`src/rtl/cart_pkg.sv`:
```
package cart_pkg;
  localparam int unsigned CMD_KEPT = 5;
  localparam logic [31:0] CTRL_KEEP  = 32'h7F7F_FFFF;
  localparam logic [31:0] CTRL_READY = 32'h0080_0000;
  localparam logic [31:0] PROT_LIMIT = 32'h0000_8000;

  localparam logic [7:0] OP_DUMMY    = 8'h9F;
  localparam logic [7:0] OP_NINIT    = 8'h94;
  localparam logic [7:0] OP_NSTAT    = 8'hD6;
  localparam logic [7:0] OP_READ     = 8'h00;
  localparam logic [7:0] OP_READ_SEC = 8'hB7;
  localparam logic [7:0] OP_ID_A     = 8'h90;
  localparam logic [7:0] OP_ID_B     = 8'hB8;
  localparam logic [7:0] OP_ENC      = 8'h3C;

  typedef enum logic [1:0] {RD_ZERO, RD_ONES, RD_STAT, RD_ROM} rd_kind_e;
  typedef enum logic {MODE_PLAIN, MODE_ENC} card_mode_e;

  function automatic logic [31:0] rom_word(input logic [31:0] idx);
    return (idx * 32'h9E37_79B1) ^ 32'h5A5A_C3C3;
  endfunction

  function automatic rd_kind_e read_kind(input logic [7:0] op);
    case (op)
      OP_DUMMY, OP_ENC:      return RD_ONES;
      OP_NSTAT:              return RD_STAT;
      OP_READ, OP_READ_SEC:  return RD_ROM;
      default:               return RD_ZERO;
    endcase
  endfunction
endpackage

```
`src/rtl/cart_cmd_latch.sv`:
```
module cart_cmd_latch
  import cart_pkg::*;
#(
  parameter int unsigned IDX_W = 3
) (
  input  logic                    clk_i,
  input  logic                    rst_ni,
  input  logic                    wr_i,
  input  logic [IDX_W-1:0]        idx_i,
  input  logic [7:0]              byte_i,
  input  logic                    capture_i,
  output logic [CMD_KEPT*8-1:0]   stage_o,
  output logic [7:0]              op_o
);
  for (genvar g = 0; g < CMD_KEPT; g++) begin : g_byte
    always_ff @(posedge clk_i or negedge rst_ni) begin
      if (!rst_ni)                                stage_o[g*8 +: 8] <= '0;
      else if (wr_i && idx_i == IDX_W'(g))        stage_o[g*8 +: 8] <= byte_i;
    end
  end

  always_ff @(posedge clk_i or negedge rst_ni) begin
    if (!rst_ni)        op_o <= '0;
    else if (capture_i) op_o <= stage_o[7:0];
  end
endmodule

```
`src/rtl/cart_decode.sv`:
```
module cart_decode
  import cart_pkg::*;
#(
  parameter int unsigned CNT_W = 12
) (
  input  logic [7:0]       op_i,
  input  logic [31:0]      arg_i,
  output logic [CNT_W-1:0] cnt_o,
  output logic [31:0]      addr_o,
  output logic             enc_o
);
  always_comb begin
    cnt_o  = '0;
    addr_o = '0;
    enc_o  = 1'b0;
    case (op_i)
      OP_DUMMY:              cnt_o = CNT_W'(12'h800);
      OP_NINIT:              cnt_o = CNT_W'(12'h080);
      OP_NSTAT:              cnt_o = CNT_W'(12'h001);
      OP_ID_A, OP_ID_B:      cnt_o = CNT_W'(12'h001);
      OP_READ, OP_READ_SEC: begin
        cnt_o  = CNT_W'(12'h080);
        addr_o = arg_i;
      end
      OP_ENC:                enc_o = 1'b1;
      default: ;
    endcase
  end
endmodule

```
`src/rtl/cart_rom.sv`:
```
module cart_rom
  import cart_pkg::*;
#(
  parameter int unsigned IDX_W = 15
) (
  input  logic             clk_i,
  input  logic             re_i,
  input  logic [IDX_W-1:0] idx_i,
  output logic [31:0]      word_o
);
  always_ff @(posedge clk_i) begin
    if (re_i) word_o <= rom_word(32'(idx_i));
  end
endmodule

```
`src/rtl/cart_cmd_resp.sv`:
```
module cart_cmd_resp
  import cart_pkg::*;
#(
  parameter int unsigned ROM_ABITS = 17,
  parameter int unsigned CNT_W     = 12,
  parameter int unsigned IDX_W     = 3
) (
  input  logic             clk_i,
  input  logic             rst_ni,
  input  logic             ctrl_we_i,
  input  logic [31:0]      ctrl_wdata_i,
  input  logic             cmd_we_i,
  input  logic [IDX_W-1:0] cmd_idx_i,
  input  logic [7:0]       cmd_byte_i,
  input  logic             data_re_i,
  output logic [31:0]      ctrl_o,
  output logic [31:0]      rdata_o,
  output logic             rvalid_o,
  output logic             dma_req_o,
  output logic             done_o,
  output logic             key1_mode_o
);
  localparam int unsigned WIDX_W = ROM_ABITS - 2;

  logic [CMD_KEPT*8-1:0] stage;
  logic [7:0]            op_q;
  logic [CNT_W-1:0]      cnt_q, dec_cnt;
  logic [31:0]           addr_q, dec_addr, eff_addr, rval_q, rom_q, arg;
  logic                  dec_enc, start, run, rd_fire, remap, sel_rom_q, rom_re;
  card_mode_e            mode_q;
  rd_kind_e              kind;

  assign start = ctrl_we_i && ctrl_wdata_i[31];
  assign run   = start && (mode_q == MODE_PLAIN);
  assign arg   = {stage[15:8], stage[23:16], stage[31:24], stage[39:32]};

  cart_cmd_latch #(.IDX_W(IDX_W)) i_latch (
    .clk_i, .rst_ni,
    .wr_i(cmd_we_i), .idx_i(cmd_idx_i), .byte_i(cmd_byte_i),
    .capture_i(start), .stage_o(stage), .op_o(op_q)
  );

  cart_decode #(.CNT_W(CNT_W)) i_dec (
    .op_i(stage[7:0]), .arg_i(arg),
    .cnt_o(dec_cnt), .addr_o(dec_addr), .enc_o(dec_enc)
  );

  assign kind     = read_kind(op_q);
  assign rd_fire  = data_re_i && !ctrl_we_i && (cnt_q != '0);
  assign remap    = (op_q == OP_READ_SEC) && (addr_q < PROT_LIMIT);
  assign eff_addr = remap ? (PROT_LIMIT + {23'b0, addr_q[8:0]}) : addr_q;
  assign rom_re   = rd_fire && (kind == RD_ROM);

  cart_rom #(.IDX_W(WIDX_W)) i_rom (
    .clk_i, .re_i(rom_re), .idx_i(eff_addr[ROM_ABITS-1:2]), .word_o(rom_q)
  );

  always_ff @(posedge clk_i or negedge rst_ni) begin
    if (!rst_ni) begin
      ctrl_o    <= '0;
      cnt_q     <= '0;
      addr_q    <= '0;
      mode_q    <= MODE_PLAIN;
      dma_req_o <= 1'b0;
    end else if (ctrl_we_i) begin
      if (run) begin
        cnt_q     <= dec_cnt;
        addr_q    <= dec_addr;
        dma_req_o <= (dec_cnt != '0);
        ctrl_o    <= (dec_cnt != '0) ? (ctrl_wdata_i | CTRL_READY)
                                     : (ctrl_wdata_i & CTRL_KEEP);
        if (dec_enc) mode_q <= MODE_ENC;
      end else begin
        // abort, or start refused in encrypted state
        cnt_q     <= '0;
        addr_q    <= '0;
        dma_req_o <= 1'b0;
        ctrl_o    <= ctrl_wdata_i & CTRL_KEEP;
      end
    end else begin
      dma_req_o <= 1'b0;
      if (rd_fire) begin
        addr_q <= eff_addr + 32'd4;
        cnt_q  <= cnt_q - 1'b1;
        if (cnt_q == CNT_W'(1)) ctrl_o <= ctrl_o & CTRL_KEEP;
      end
    end
  end

  always_ff @(posedge clk_i or negedge rst_ni) begin
    if (!rst_ni) begin
      rvalid_o  <= 1'b0;
      done_o    <= 1'b0;
      sel_rom_q <= 1'b0;
      rval_q    <= '0;
    end else begin
      rvalid_o  <= data_re_i;
      done_o    <= rd_fire && (cnt_q == CNT_W'(1));
      sel_rom_q <= rom_re;
      if (!rd_fire)              rval_q <= '0;
      else case (kind)
        RD_ONES: rval_q <= 32'hFFFF_FFFF;
        RD_STAT: rval_q <= 32'h0000_0080;
        default: rval_q <= '0;
      endcase
    end
  end

  assign rdata_o     = sel_rom_q ? rom_q : rval_q;
  assign key1_mode_o = (mode_q == MODE_ENC);
endmodule

```
`config.mk`:
```
export PLATFORM = sky130hd
export DESIGN_NAME = cart_cmd_resp
export DESIGN_NICKNAME = d
export VERILOG_FILES = /design/src/rtl/cart_pkg.sv /design/src/rtl/cart_cmd_latch.sv /design/src/rtl/cart_decode.sv /design/src/rtl/cart_rom.sv /design/src/rtl/cart_cmd_resp.sv
export SDC_FILE = /design/constraint.sdc
export NUM_CORES = 1
export LEC_CHECK = 0
export ABC_AREA = 0
export CAP_MARGIN = 20
export CELL_PAD_IN_SITES_DETAIL_PLACEMENT = 1
export CELL_PAD_IN_SITES_GLOBAL_PLACEMENT = 2
export CORE_MARGIN = 4
export CORE_UTILIZATION = 39
export CTS_BUF_LIST = sky130_fd_sc_hd__clkbuf_16
export CTS_CLUSTER_DIAMETER = 50
export DETAILED_ROUTE_END_ITERATION = 16
export PLACE_DENSITY = 0.82
export SETUP_SLACK_MARGIN = 0.5
export SLEW_MARGIN = 15
export SYNTH_ARGS = -nofsm -noshare
export SYNTH_HDL_FRONTEND = slang
export SYNTH_SLANG_ARGS = --single-unit
```
`constraint.sdc`:
```
create_clock -name clk_i -period 7.6 [get_ports clk_i]
set_clock_uncertainty 0.1 [all_clocks]
set_input_delay 1.14 -clock clk_i [delete_from_list [all_inputs] [get_ports clk_i]]
set_output_delay 1.14 -clock clk_i [all_outputs]
set_load 0.01 [all_outputs]
```
==> PnR_summary.wiki <==
{| class="wikitable"
! Metric !! Value
|-
| Number of remaining DRC errors || 0
|-
| Final worst-path setup slack || 0.7419 ns
|-
| Yosys reg bits || ~160
|-
| Max_slew headroom || 28.71%
|-
| Commonest non-fill, non-tap cell in the layout || inv_1
|-
| Number of clock sinks || about 160
|-
| Primary FF master, synth || dfrtp_1
|-
| Run status || completed
|-
| Number of cell instances on the worst register-to-register path || 21
|-
| Synthesized netlist cell count || 1237
|-
| Pre-CTS setup slack || approximately 0.010 ns
|-
| Multiplexer share of the synthesized area || 6.996%
|-
| M1 wire length || about 16 mm
|-
| Overall routing resource usage || about a fifth
|-
| Max cap viols || 0
|-
| HPWL Detailed || between 20 and 30 mm
|-
| Sum of negative setup slack || 0 ns
|-
| Number of CTS-inserted buffers || 17
|-
| Drt total wl || 34.65 mm
|-
| CP Data Arrival Time || approximately 7.0 ns
|-
| Highest routed layer || met4
|-
| Hold endpoint || ctrl_o[31]
|-
| Adder-cell share of the synthesized area || a little under a third
|-
| Die X || 189.3 um
|-
| Endpoint required time on the critical path || between 7 and 8 ns
|-
| Leading cell types by total area after synthesis || dfrtp_1, fa_1, ha_1
|-
| Die ar. || 35850 sq um
|-
| Setup-violating endpoint count in the final report || 0
|-
| Via count of the first global-routing pass || 10144
|-
| Clk Latency, worst-skew pair || 0.45 ns
|-
| Row cnt || 66
|-
| Antenna violations before repair || 0
|-
| Fraction of synthesis flops using an asynchronous set or reset pin || 79.87%
|-
| Start-to-end type of the worst setup path || flip-flop to flip-flop
|-
| Total power || 6.353 mW
|-
| Count of distinct cell types in the synthesized netlist || 64
|-
| Wire per inst || 19.00 um
|-
| Post-Place Cells || between 1500 and 2000
|-
| Wire length on met2 || approximately 17 mm
|-
| Fraction of the core area covered by cells at the end of the flow || 47.34%
|-
| Max clock buf depth || 2
|-
| Number of synthesis warnings || 0
|-
| Share of the clock period used by the worst path after layout || 90.24%
|-
| Root Buffer || clkbuf_16
|-
| Worst IR Drop VDD || between 200 and 300 uV
|-
| Pin count of the biggest net entering global routing || 68
|-
| Placeable core region || ~32000 sq um
|-
| Net count, final || around 1600
|-
| Power density of the placed cells || around 410 nW/um^2
|-
| Synth area leader || dfrtp_1
|-
| Cts-stage hold buffer count || 0
|-
| Leading cell types in the layout, fill and taps excluded || inv_1, fa_1, dfrtp_1, nand2_1, clkdlybuf4s50_1
|-
| Worst hold margin || between 0.3 and 0.4 ns
|-
| Yosys top cell area share || about a quarter
|-
| XOR/XNOR Fraction of Synth Area || 3.073%
|-
| Kind of capture point of the worst setup path || flip-flop
|-
| Netlist area before placement || around 13000 sq um
|-
| Worst hold path stage count || 2
|-
| Initial detailed-routing violation count || 391
|-
| Pre-Repair DR Iteration Count || 5
|-
| Placement Cell Area || 14530 sq um
|-
| GRT Residual Overflow || 0
|-
| Initial standard-cell utilization of the core || between 30% and 40%
|-
| Worst Min Path Start || ctrl_o[31]
|-
| Routed met3 length || 1.469 mm
|-
| Area fraction in compound gates after synthesis || a little under a tenth
|-
| Post-route insts no fill || about 1800
|-
| R2r setup slk || around 0.74 ns
|-
| Hold/Removal Path Class || flip-flop to flip-flop
|-
| TritonCTS clock tree || built
|-
| Final RePlAce weighted congestion || between 0.9 and 1
|-
| RR Endpoint || i_rom.word_o[30]
|-
| Proportion of layout cells with a drive suffix above 1 || 13.03%
|-
| Lkg Pwr || about 7.3 nW
|-
| First-pass GRT wire length || approximately 56 mm
|-
| Number of synthesized flops with an enable pin || 32
|-
| Post-synthesis net count || 1518
|-
| Final-report max-slew violation count || 0
|-
| Final min period || 6.858 ns
|-
| Detail Route Antenna Nets || 0
|-
| # H-tree levels || 4
|-
| Port Buf Inserts || 114
|-
| Die height || between 150 and 200 um
|-
| Startpoint type of the worst setup path || flip-flop
|-
| Combinational family with the most area after synthesis || adder cells
|-
| Io pins || ~120
|-
| Synth Area in Simple Gates || around a tenth
|-
| Maximum fanout count along the critical path || 5
|-
| Seq/Total Area, Yosys || ~32%
|-
| Post-CTS clock slew at the launch and capture registers of the worst setup and hold paths || ~0.07 ns
|-
| Mean area per synthesized cell || 10.37 sq um
|-
| FMAX || about 150 MHz
|-
| Count of endpoints failing hold in the final timing report || 0
|-
| DR vias/cell || just over 5
|-
| Reg2Reg Launch Point || addr_q[18]
|-
| Vias || 9404
|-
| Worst slew pin tran || 1.061 ns
|-
| Area added between synthesis and finish || 19.82%
|-
| Antenna Diode Count || 0
|-
| Post-layout instance area || 15360 sq um
|-
| Unrepaired setup endpoints after global routing || yes
|}
## sequential cells by signal, summed over array words and instances, names as in the netlist, 2 cells and up
signal,flops
i_rom.word_o,32
cnt_q,12
ctrl_o,32
addr_q,30
i_latch.op_o,8
i_latch.stage_o,38
rval_q,2
## worst max-delay path by stage
stage                            end  cells after the start  startpoint  slack, ns
floorplan           i_rom.word_o[28]                     26  addr_q[17]       0.70
global placement    i_rom.word_o[30]                     24  addr_q[17]       0.11
detailed placement  i_rom.word_o[31]                     21  addr_q[17]       0.01
CTS                 i_rom.word_o[30]                     24  addr_q[24]       0.50
global route        i_rom.word_o[30]                     24  addr_q[18]       0.46
finish              i_rom.word_o[30]                     21  addr_q[18]       0.74
## synth_stat cells (11+ instances only)
master    number
a31oi_1       11
ha_1         102
nand3_1       17
nor4_1        15
a21oi_1       74
xnor2_1       34
mux2_2        77
o21ai_0       36
edfxtp_1      32
xor2_1        11
nor3_1        14
dfrtp_1      127
clkbuf_1      24
nor2_1        57
fa_1         131
inv_1        216
a21o_1        14
and3_1        17
nand2_1      115
## report_power, final
group | switching, mW | total [mW] | leakage [nW] | internal [mW]
clock | 0.404 | 0.926 | 0.297 | 0.523
combinational | 2.36 | 4.16 | 5.16 | 1.80
sequential | 0.118 | 1.26 | 1.88 | 1.15
total | 2.88 | 6.35 | 7.34 | 3.47
## logic make-up (layout without fill, tap and decap cells)
kind of cell	Yosys count	in the layout
AOI/OAI and AO/OA	192	192
and+or+nand+nor	279	280
adders and majority gates	233	233
buffers and inverters	249	392
muxes	80	80
xor gates and xnor gates	45	45
DFF	159	159
## metal layers
layer | vias up | GRT usage [%]
met1 | 4829 | 26.77
met4 | 0 | 4.841
met5 | - | 0
met3 | 30 | 3.835
met2 | 183 | 33.24
li1 | 4362 | -
## layout make-up
type | instances | area (sq um)
fill | 3596 | 17090
multi-input combinational | 830 | 7886
sequential | 159 | 4144
timing repair buffer | 143 | 1355
inverter | 217 | 817.0
tap | 442 | 553.0
clock buffer | 17 | 425.4
clock inverter | 15 | 183.9
## what timing repair did
item,in CTS,in global routing
resized for setup,13,21
buffers inserted,4,5
endpoints found under the setup margin,10,6
cloned,1,0
pin swaps,4,8
## worst max-delay path, cell delays in order, from the launching register on
cell and delay, ns:
dfrtp_2 0.45, nor4_4 0.30, and4_1 0.27, and3_4 0.25, nand2b_4 0.14, buf_4 0.13, fa_1 0.48, inv_2 0.11
fa_1 0.43, fa_1 0.52, fa_1 0.46, fa_1 0.55, inv_1 0.05, fa_1 0.52, inv_1 0.04, ha_2 0.20
or4_1 0.46, a211o_1 0.29, o21bai_4 0.20, a311oi_4 0.33, nor4_1 0.08, nor4_1 0.29
No activity file was read; power rests on OpenSTA's default activity.
